### src/rtl/rdonce_pkg.sv
package rdonce_pkg;

    parameter int unsigned DEF_CODE_W    = 8;
    parameter int unsigned DEF_ADDR_W    = 8;
    parameter int unsigned DEF_DEPTH     = 16;
    parameter int unsigned DEF_PORT_ADDR = 8;

    // Bus events derived from the CPU strobes
    typedef struct packed {
        logic sel;     // matching read cycle in progress
        logic rd_end;  // matching read cycle just ended
    } rd_evt_t;

    typedef enum logic {
        PORT_EMPTY = 1'b0,
        PORT_HELD  = 1'b1
    } port_state_t;

    function automatic logic ring_is_full(input logic msb_w, input logic msb_r,
                                          input logic low_eq);
        return (msb_w != msb_r) && low_eq;
    endfunction

endpackage

### src/rtl/rdonce_decode.sv
module rdonce_decode
    import rdonce_pkg::*;
#(
    parameter int unsigned ADDR_W    = DEF_ADDR_W,
    parameter int unsigned PORT_ADDR = DEF_PORT_ADDR
) (
    input  logic              clk,
    input  logic              rst,
    input  logic [ADDR_W-1:0] addr,
    input  logic              iorq_n,
    input  logic              rd_n,
    output rd_evt_t           evt
);
    localparam logic [ADDR_W-1:0] MATCH = ADDR_W'(PORT_ADDR);

    logic sel_now;
    logic sel_q;

    assign sel_now = (addr == MATCH) && !iorq_n && !rd_n;

    always_ff @(posedge clk) begin
        if (rst) sel_q <= 1'b0;
        else     sel_q <= sel_now;
    end

    assign evt.sel    = sel_now;
    assign evt.rd_end = sel_q && !sel_now;

endmodule

### src/rtl/code_ring.sv
module code_ring
    import rdonce_pkg::*;
#(
    parameter int unsigned CODE_W = DEF_CODE_W,
    parameter int unsigned DEPTH  = DEF_DEPTH
) (
    input  logic              clk,
    input  logic              rst,
    input  logic              push,
    input  logic [CODE_W-1:0] din,
    input  logic              pop,
    output logic [CODE_W-1:0] head,
    output logic              empty,
    output logic              full,
    output logic              overflow
);
    localparam int unsigned PW = (DEPTH > 1) ? $clog2(DEPTH) : 1;

    logic [CODE_W-1:0] mem [DEPTH];
    logic [PW:0]       wr_ptr;
    logic [PW:0]       rd_ptr;
    logic              accept;
    logic              drop;

    assign empty  = (wr_ptr == rd_ptr);
    assign full   = ring_is_full(wr_ptr[PW], rd_ptr[PW], wr_ptr[PW-1:0] == rd_ptr[PW-1:0]);
    assign accept = push && (!full || pop);
    assign drop   = push && !accept;
    assign head   = mem[rd_ptr[PW-1:0]];

    always_ff @(posedge clk) begin
        if (accept) mem[wr_ptr[PW-1:0]] <= din;
    end

    always_ff @(posedge clk) begin
        if (rst) begin
            wr_ptr   <= '0;
            rd_ptr   <= '0;
            overflow <= 1'b0;
        end else begin
            if (accept) wr_ptr <= wr_ptr + 1'b1;
            if (pop)    rd_ptr <= rd_ptr + 1'b1;
            if (drop)   overflow <= 1'b1;
        end
    end


    no_pop_empty_chk: assert property (@(posedge clk) disable iff (rst)
        pop |-> !empty);


    empty_full_excl_chk: assert property (@(posedge clk) disable iff (rst)
        !(empty && full));


    sticky_ovf_chk: assert property (@(posedge clk) disable iff (rst)
        overflow |=> overflow);

endmodule

### src/rtl/port_holder.sv
module port_holder
    import rdonce_pkg::*;
#(
    parameter int unsigned CODE_W = DEF_CODE_W
) (
    input  logic              clk,
    input  logic              rst,
    input  rd_evt_t           evt,
    input  logic              ring_empty,
    input  logic [CODE_W-1:0] ring_head,
    output logic              pop,
    output logic [CODE_W-1:0] value
);
    port_state_t state;

    // Refill only after the clear, never during a read
    assign pop = (state == PORT_EMPTY) && !ring_empty && !evt.sel && !evt.rd_end;

    always_ff @(posedge clk) begin
        if (rst) begin
            state <= PORT_EMPTY;
            value <= '0;
        end else if (evt.rd_end) begin
            state <= PORT_EMPTY;
            value <= '0;
        end else if (pop) begin
            state <= PORT_HELD;
            value <= ring_head;
        end
    end


    clear_on_read_chk: assert property (@(posedge clk) disable iff (rst)
        evt.rd_end |=> (value == '0) && (state == PORT_EMPTY));


    stable_in_read_chk: assert property (@(posedge clk) disable iff (rst)
        evt.sel |=> $stable(value));


    held_keeps_chk: assert property (@(posedge clk) disable iff (rst)
        (state == PORT_HELD) && !evt.rd_end |=> $stable(value));

endmodule

### src/rtl/rdonce_port.sv
module rdonce_port
    import rdonce_pkg::*;
#(
    parameter int unsigned CODE_W    = DEF_CODE_W,
    parameter int unsigned ADDR_W    = DEF_ADDR_W,
    parameter int unsigned DEPTH     = DEF_DEPTH,
    parameter int unsigned PORT_ADDR = DEF_PORT_ADDR
) (
    input  logic              clk,
    input  logic              rst,
    input  logic [CODE_W-1:0] code_in,
    input  logic              code_valid,
    input  logic [ADDR_W-1:0] cpu_addr,
    input  logic              cpu_iorq_n,
    input  logic              cpu_rd_n,
    output logic [CODE_W-1:0] dout,
    output logic              dout_oe,
    output logic              overflow
);
    rd_evt_t           evt;
    logic              pop;
    logic              ring_empty;
    logic              ring_full;
    logic [CODE_W-1:0] ring_head;
    logic [CODE_W-1:0] port_val;

    rdonce_decode #(.ADDR_W(ADDR_W), .PORT_ADDR(PORT_ADDR)) u_decode (
        .clk(clk), .rst(rst), .addr(cpu_addr), .iorq_n(cpu_iorq_n),
        .rd_n(cpu_rd_n), .evt(evt)
    );

    code_ring #(.CODE_W(CODE_W), .DEPTH(DEPTH)) u_ring (
        .clk(clk), .rst(rst), .push(code_valid), .din(code_in), .pop(pop),
        .head(ring_head), .empty(ring_empty), .full(ring_full),
        .overflow(overflow)
    );

    port_holder #(.CODE_W(CODE_W)) u_holder (
        .clk(clk), .rst(rst), .evt(evt), .ring_empty(ring_empty),
        .ring_head(ring_head), .pop(pop), .value(port_val)
    );

    assign dout_oe = evt.sel;
    assign dout    = evt.sel ? port_val : '0;


    oe_decode_chk: assert property (@(posedge clk) disable iff (rst)
        dout_oe |-> (cpu_addr == ADDR_W'(PORT_ADDR)) && !cpu_iorq_n && !cpu_rd_n);


    full_drop_chk: assert property (@(posedge clk) disable iff (rst)
        ring_full && code_valid && !pop |=> overflow);

endmodule

### config.mk
export PLATFORM = sky130hd
export DESIGN_NAME = rdonce_port
export DESIGN_NICKNAME = d
export VERILOG_FILES = /design/src/rtl/rdonce_pkg.sv /design/src/rtl/rdonce_decode.sv /design/src/rtl/code_ring.sv /design/src/rtl/port_holder.sv /design/src/rtl/rdonce_port.sv
export SDC_FILE = /design/constraint.sdc
export NUM_CORES = 1
export LEC_CHECK = 0
export CORE_MARGIN = 4
export CORE_UTILIZATION = 41
export DETAILED_ROUTE_END_ITERATION = 6
export PLACE_DENSITY_LB_ADDON = 0.05
export SYNTH_ARGS = -nofsm -noshare
export SYNTH_HDL_FRONTEND = slang
export SYNTH_SLANG_ARGS = --single-unit
export TNS_END_PERCENT = 10
### constraint.sdc
create_clock -name clk -period 2.5 [get_ports clk]
set_input_delay 0.625 -clock clk [delete_from_list [all_inputs] [get_ports clk]]
set_output_delay 0.625 -clock clk [all_outputs]
set_load 0.1 [all_outputs]
### Word level (Yosys, flattened, before mapping)

Memories as Yosys holds them, arrays and structs flattened. A register that Yosys moved wholly into a read port is not among the register bits.
Index checks and enable logic that the tools add are counted.

* memories kept: 1
* bits in writable memories: 128
* bits of input ports: 21
* output and inout port bits: 10
* word-level logic and storage cells: 34
* register bits after elaboration: 13

* muxes and demuxes: 3
* bitwise gates (word level): 1
* reductions and logical operators: 18
* $add $sub $neg: 2
* equal/unequal tests: 4

Memories
* u_ring.mem: words 16, width 8, rd ports 1, clocked after memory_dff 1, wr ports 1, RTL line code_ring.sv:19 `logic [CODE_W-1:0] mem [DEPTH];`

Operators by type and width (count)
* 5-bit by 1-bit adder with 5-bit output (second input constant): 2
* 1-bit logical AND: 9
* 8-bit by 4-bit equality test with 1-bit output (second input constant): 1
* 8-bit 2-to-1 mux: 1
* 1-bit logical NOT: 7
* 5-bit equality test: 1
* 4-bit equality test: 1
* 1-bit 2-to-1 mux: 2
* 2-bit OR reduction: 1
* 1-bit logical OR: 1
* 1-bit inequality test: 1
* 1-bit inverter: 1

### Logic depth before layout (Yosys ltp)

* word-level depth: 11
* gate-level depth with buffers: 7
* gate-level depth less buffers: 5

### Modules after synthesis

A second synthesis with hierarchy kept.

* cells, all modules: 323
* area total of the unflattened synthesis: 6263.5 um2

Modules (own cells, without submodules)
* code_ring: times used 1, seq. area each 4144.0 um2, cells an instance 266, area each 5681.7 um2
* port_holder: times used 1, seq. area each 180.2 um2, cells an instance 40, area each 445.4 um2
* rdonce_decode: times used 1, seq. area each 20.0 um2, cells an instance 9, area each 86.3 um2
* rdonce_port: times used 1, seq. area each 0.0 um2, cells an instance 8, area each 50.0 um2

### Worst setup path after synthesis

OpenSTA, ideal clock, no wires.

* path type: input -> output
* start point: input port cpu_addr[7]
* end point: output port dout[0]
* arrival time: 2995 ps
* path buffers: 0
* data required time: 1875 ps
* slack: -1120 ps
* stages on the path: 3
* cells stage by stage: or4_4 -> nor3_4 -> and2_1

* word-level cells in the longest chain between the ends: 4

RTL lines
* start, declared: RTL line rdonce_port.sv:13 `input logic [ADDR_W-1:0] cpu_addr,`
* 8-bit by 4-bit equality test with 1-bit output: RTL line rdonce_decode.sv:19 `assign sel_now = (addr == MATCH) && !iorq_n && !rd_n;`
* 1-bit logical AND (2 in series): RTL line rdonce_decode.sv:19
* named net dout_oe: RTL line rdonce_port.sv:17 `output logic dout_oe,`
* 8-bit 2-to-1 mux: RTL line rdonce_port.sv:44 `assign dout = evt.sel ? port_val : '0;`
* end, declared: RTL line rdonce_port.sv:16 `output logic [CODE_W-1:0] dout,`

The timed path passes the listed nets, and every way through them passes these cells.

### Worst setup path after layout

* start point: input port cpu_addr[1]
* end point: output port dout[7]

* word-level cells in the longest chain between the ends: 4

RTL lines (RTL line)
* 8-bit by 4-bit equality test with 1-bit output: rdonce_decode.sv:19
* 1-bit logical AND (2 in series): rdonce_decode.sv:19
* 8-bit 2-to-1 mux: rdonce_port.sv:44

Every way passes these cells.

==> impl_metrics.yaml <==
critical_path:
  r2r_end: "u_holder.value[1]"
  worstPathArrival_ns: 1.93
  reg2reg_slack_ns: 0.37
  required_ns: 1.88
  crit_end: "dout[7]"
  end_kind: "output port"
  cp-startpoint: "cpu_addr[1]"
  r2r_cells: 5
  crit_path_start_kind: "input pin"
  worstSetupPathType: "input pin to output port"
  r2r-start: "u_ring.rd_ptr[2]"
  path_max_fanout: 5
yosys:
  synth_top_area_share_pct: 64.3
  synth_seq_cells: 149
  postSynth.asyncResetShare_pct: 0
  netlist_instances: 334
  synth_flop_cell: "edfxtp_1"
  synth-seq-area-share_pct: 71.4
  synth_common_cells: "128 x edfxtp_1, 32 x mux4_2, 21 x dfxtp_1"
  yosys.cell_count.top_type: "edfxtp_1"
  avgSynthCellArea_um2: 17.9
  yosys.area.top_type: "edfxtp_1"
  synth_edf_count: 128
  synth.distinct_cells: 45
  netlist_area_um2: 5980
  synth.area.top_cells: "edfxtp_1 64%, mux4_2 12%, dfxtp_1 7.0%"
  synth_nets: 360
  yosys_warnings: 0
placed_design:
  place.gp.congestion: 0.795
  hpwl_mm: 8.37
  port_buffers: 30
sta:
  final_max_slew_viol_count: 0
  hold_slack_ns: 0.451
  skew_ns: 0.0122
  hold_violations: 0
  final.period_utilization_pct: 102
  relSlewSlack_pct: 42.9
  worst_pin_slew_ns: 0.854
  setup_tns_ns: -0.415
  timing.final.ws_setup_ns: -0.0540
  rsz0062_at_grt: "yes"
  fmax_ghz: 0.392
  finalSetupViolations: 8
  period_needed_ns: 2.55
layout:
  fill_cells: 1154
  diodes: 0
  area_growth_pct: 24.8
  finish.utilization_pct: 52.9
  nets: 415
  drive_above_1_share_pct: 32.1
power_and_ir_drop:
  power_mw: 6.91
  pwr-share-seq_pct: 41.3
  p_leak_nw: 2.51
  p_sw_share_pct: 22.6
  clkPwrFrac_pct: 44.0
  ir_worst_vdd_v: 0.000817
  power_density_nw_per_um2: 926
  p_int_mw: 5.35
  pwr-share-comb_pct: 14.7
  switching_power_mw: 1.56
grt:
  track_usage_pct: 16.3
  grt_max_degree: 37
  grt_pass1_wl_mm: 19.2
  grt_pass1_vias: 3144
  grt_overflow_total: 0
  grt_antenna_before_repair: 0
floorplan:
  start_util_pct: 42.4
  chipWidth_um: 129
  dieHeight_um: 129
  rows: 43
  core-area_um2: 14100
  dieArea_um2: 16600
  io_pins: 31
clock_tree:
  tritoncts: "done"
  cts_sinks: 149
  ctsHoldBuffers: 0
  clock_path_buffers: 2
  numCtsBuffers: 17
  clkLatencyLatePin_ns: 0.42
  htree_num_levels: 4
  clkTransAtPathRegs_ns: 0.06
  clockRootBuffer: "clkbuf_16"
hold_path:
  hold_class: "flip-flop to flip-flop"
  hp-start: "u_ring.overflow"
routing:
  routed_wl_mm: 12.6
  wl_per_cell_um: 21.6
  vias_per_cell: 5.32
  drcViolationCount: 0
  dr.pass1.iters: 4
  ant_nets: 0
  dr.first_iter.drc_count: 194
  routed-via-count: 3097
run_status:
  violations: "negative setup slack"
  status: "finished, violations left"
flow_run:
  maxCapViolCount: 0
## per-stage QoR
step | area, µm² | setup WS (ns) | instances
detailed placement | 6730 | -0.717 | 546
finish | 7460 | -0.0540 | 582
floorplan | 6000 | -0.787 | 334
global route | 7460 | -0.106 | 582
CTS | 7510 | -0.148 | 584
global placement | 6730 | -0.784 | 546
## cells in the final DEF, fill, tap and decap left out, types with 8 or more instances in the layout
master,instances
dfxtp_1,20
inv_1,8
edfxtp_1,128
and2_4,8
nand2_1,12
nor2_1,18
clkbuf_16,17
buf_12,12
mux4_2,32
bufinv_16,8
clkdlybuf4s50_1,10
a22oi_1,14
buf_4,19
## final cells by class
class                      count  area (µm²)  share of cell area (%)
clock buffer                  17         425                    5.70
tap                          180         225                    3.02
clock inverter                15         282                    3.77
inverter                       8        30.0                   0.403
sequential                   149        4270                    57.2
timing repair buffer          54         592                    7.93
multi-input combinational    159        1640                    22.0
## flip-flops by register name, summed over array words and instances (netlist names)
name,cells
u_decode.sel_q,1
u_holder.state,1
u_ring.overflow,1
u_ring.wr_ptr,5
u_ring.mem,128
u_ring.rd_ptr,5
u_holder.value,8
## critical path: stages
cell and delay (ns):
clkbuf_2 0.08, or4b_4 0.55, nor3_4 0.21, buf_6 0.15, and2_4 0.14, buf_12 0.16
## routing by layer
| metal | wire (µm) | vias to the layer above | global-route usage, % |
|---|---|---|---|
| met5 | 0 | - | 0 |
| met2 | 6080 | 59 | 24.9 |
| met1 | 5730 | 1594 | 23.0 |
| met4 | 176 | 0 | 5.00 |
| met3 | 612 | 8 | 4.61 |
| li1 | - | 1436 | - |
## how the worst min path moves through the flow
stage / slack (ns) / endpoint / cells after the start
global placement: 0.44 / u_ring.overflow / 2
floorplan: 0.44 / u_holder.value[0] / 2
detailed placement: 0.45 / u_ring.overflow / 2
finish: 0.45 / u_ring.overflow / 2
global route: 0.48 / u_ring.overflow / 2
CTS: 0.45 / u_ring.overflow / 2
## cell families after synthesis
logic type	synth area share, %
compound gates	5.21
xor+xnor	1.32
fa+ha+maj	1.05
buf+inv	1.97
flops	71.4
mux	12.4
simple gates	6.68
## timing repair
action / in CTS / in global routing
setup buffers: 5 / 0
gates resized for setup: 30 / 5
endpoints found under the setup margin: 122 / 33
cloned: 1 / 0
pin swaps: 12 / 2
## power groups by stage
| stage | Clock, mW | Combinational, mW | Sequential (mW) |
|---|---|---|---|
| floorplan | 0 | 0.697 | 2.88 |
| global route | 3.21 | 1.11 | 2.86 |
| CTS | 3.09 | 1.04 | 2.85 |
| detailed placement | 0 | 1.04 | 2.90 |
| global placement | 0 | 1.03 | 2.90 |
| finish | 3.04 | 1.02 | 2.85 |
No activity file was read; power rests on OpenSTA's default activity.
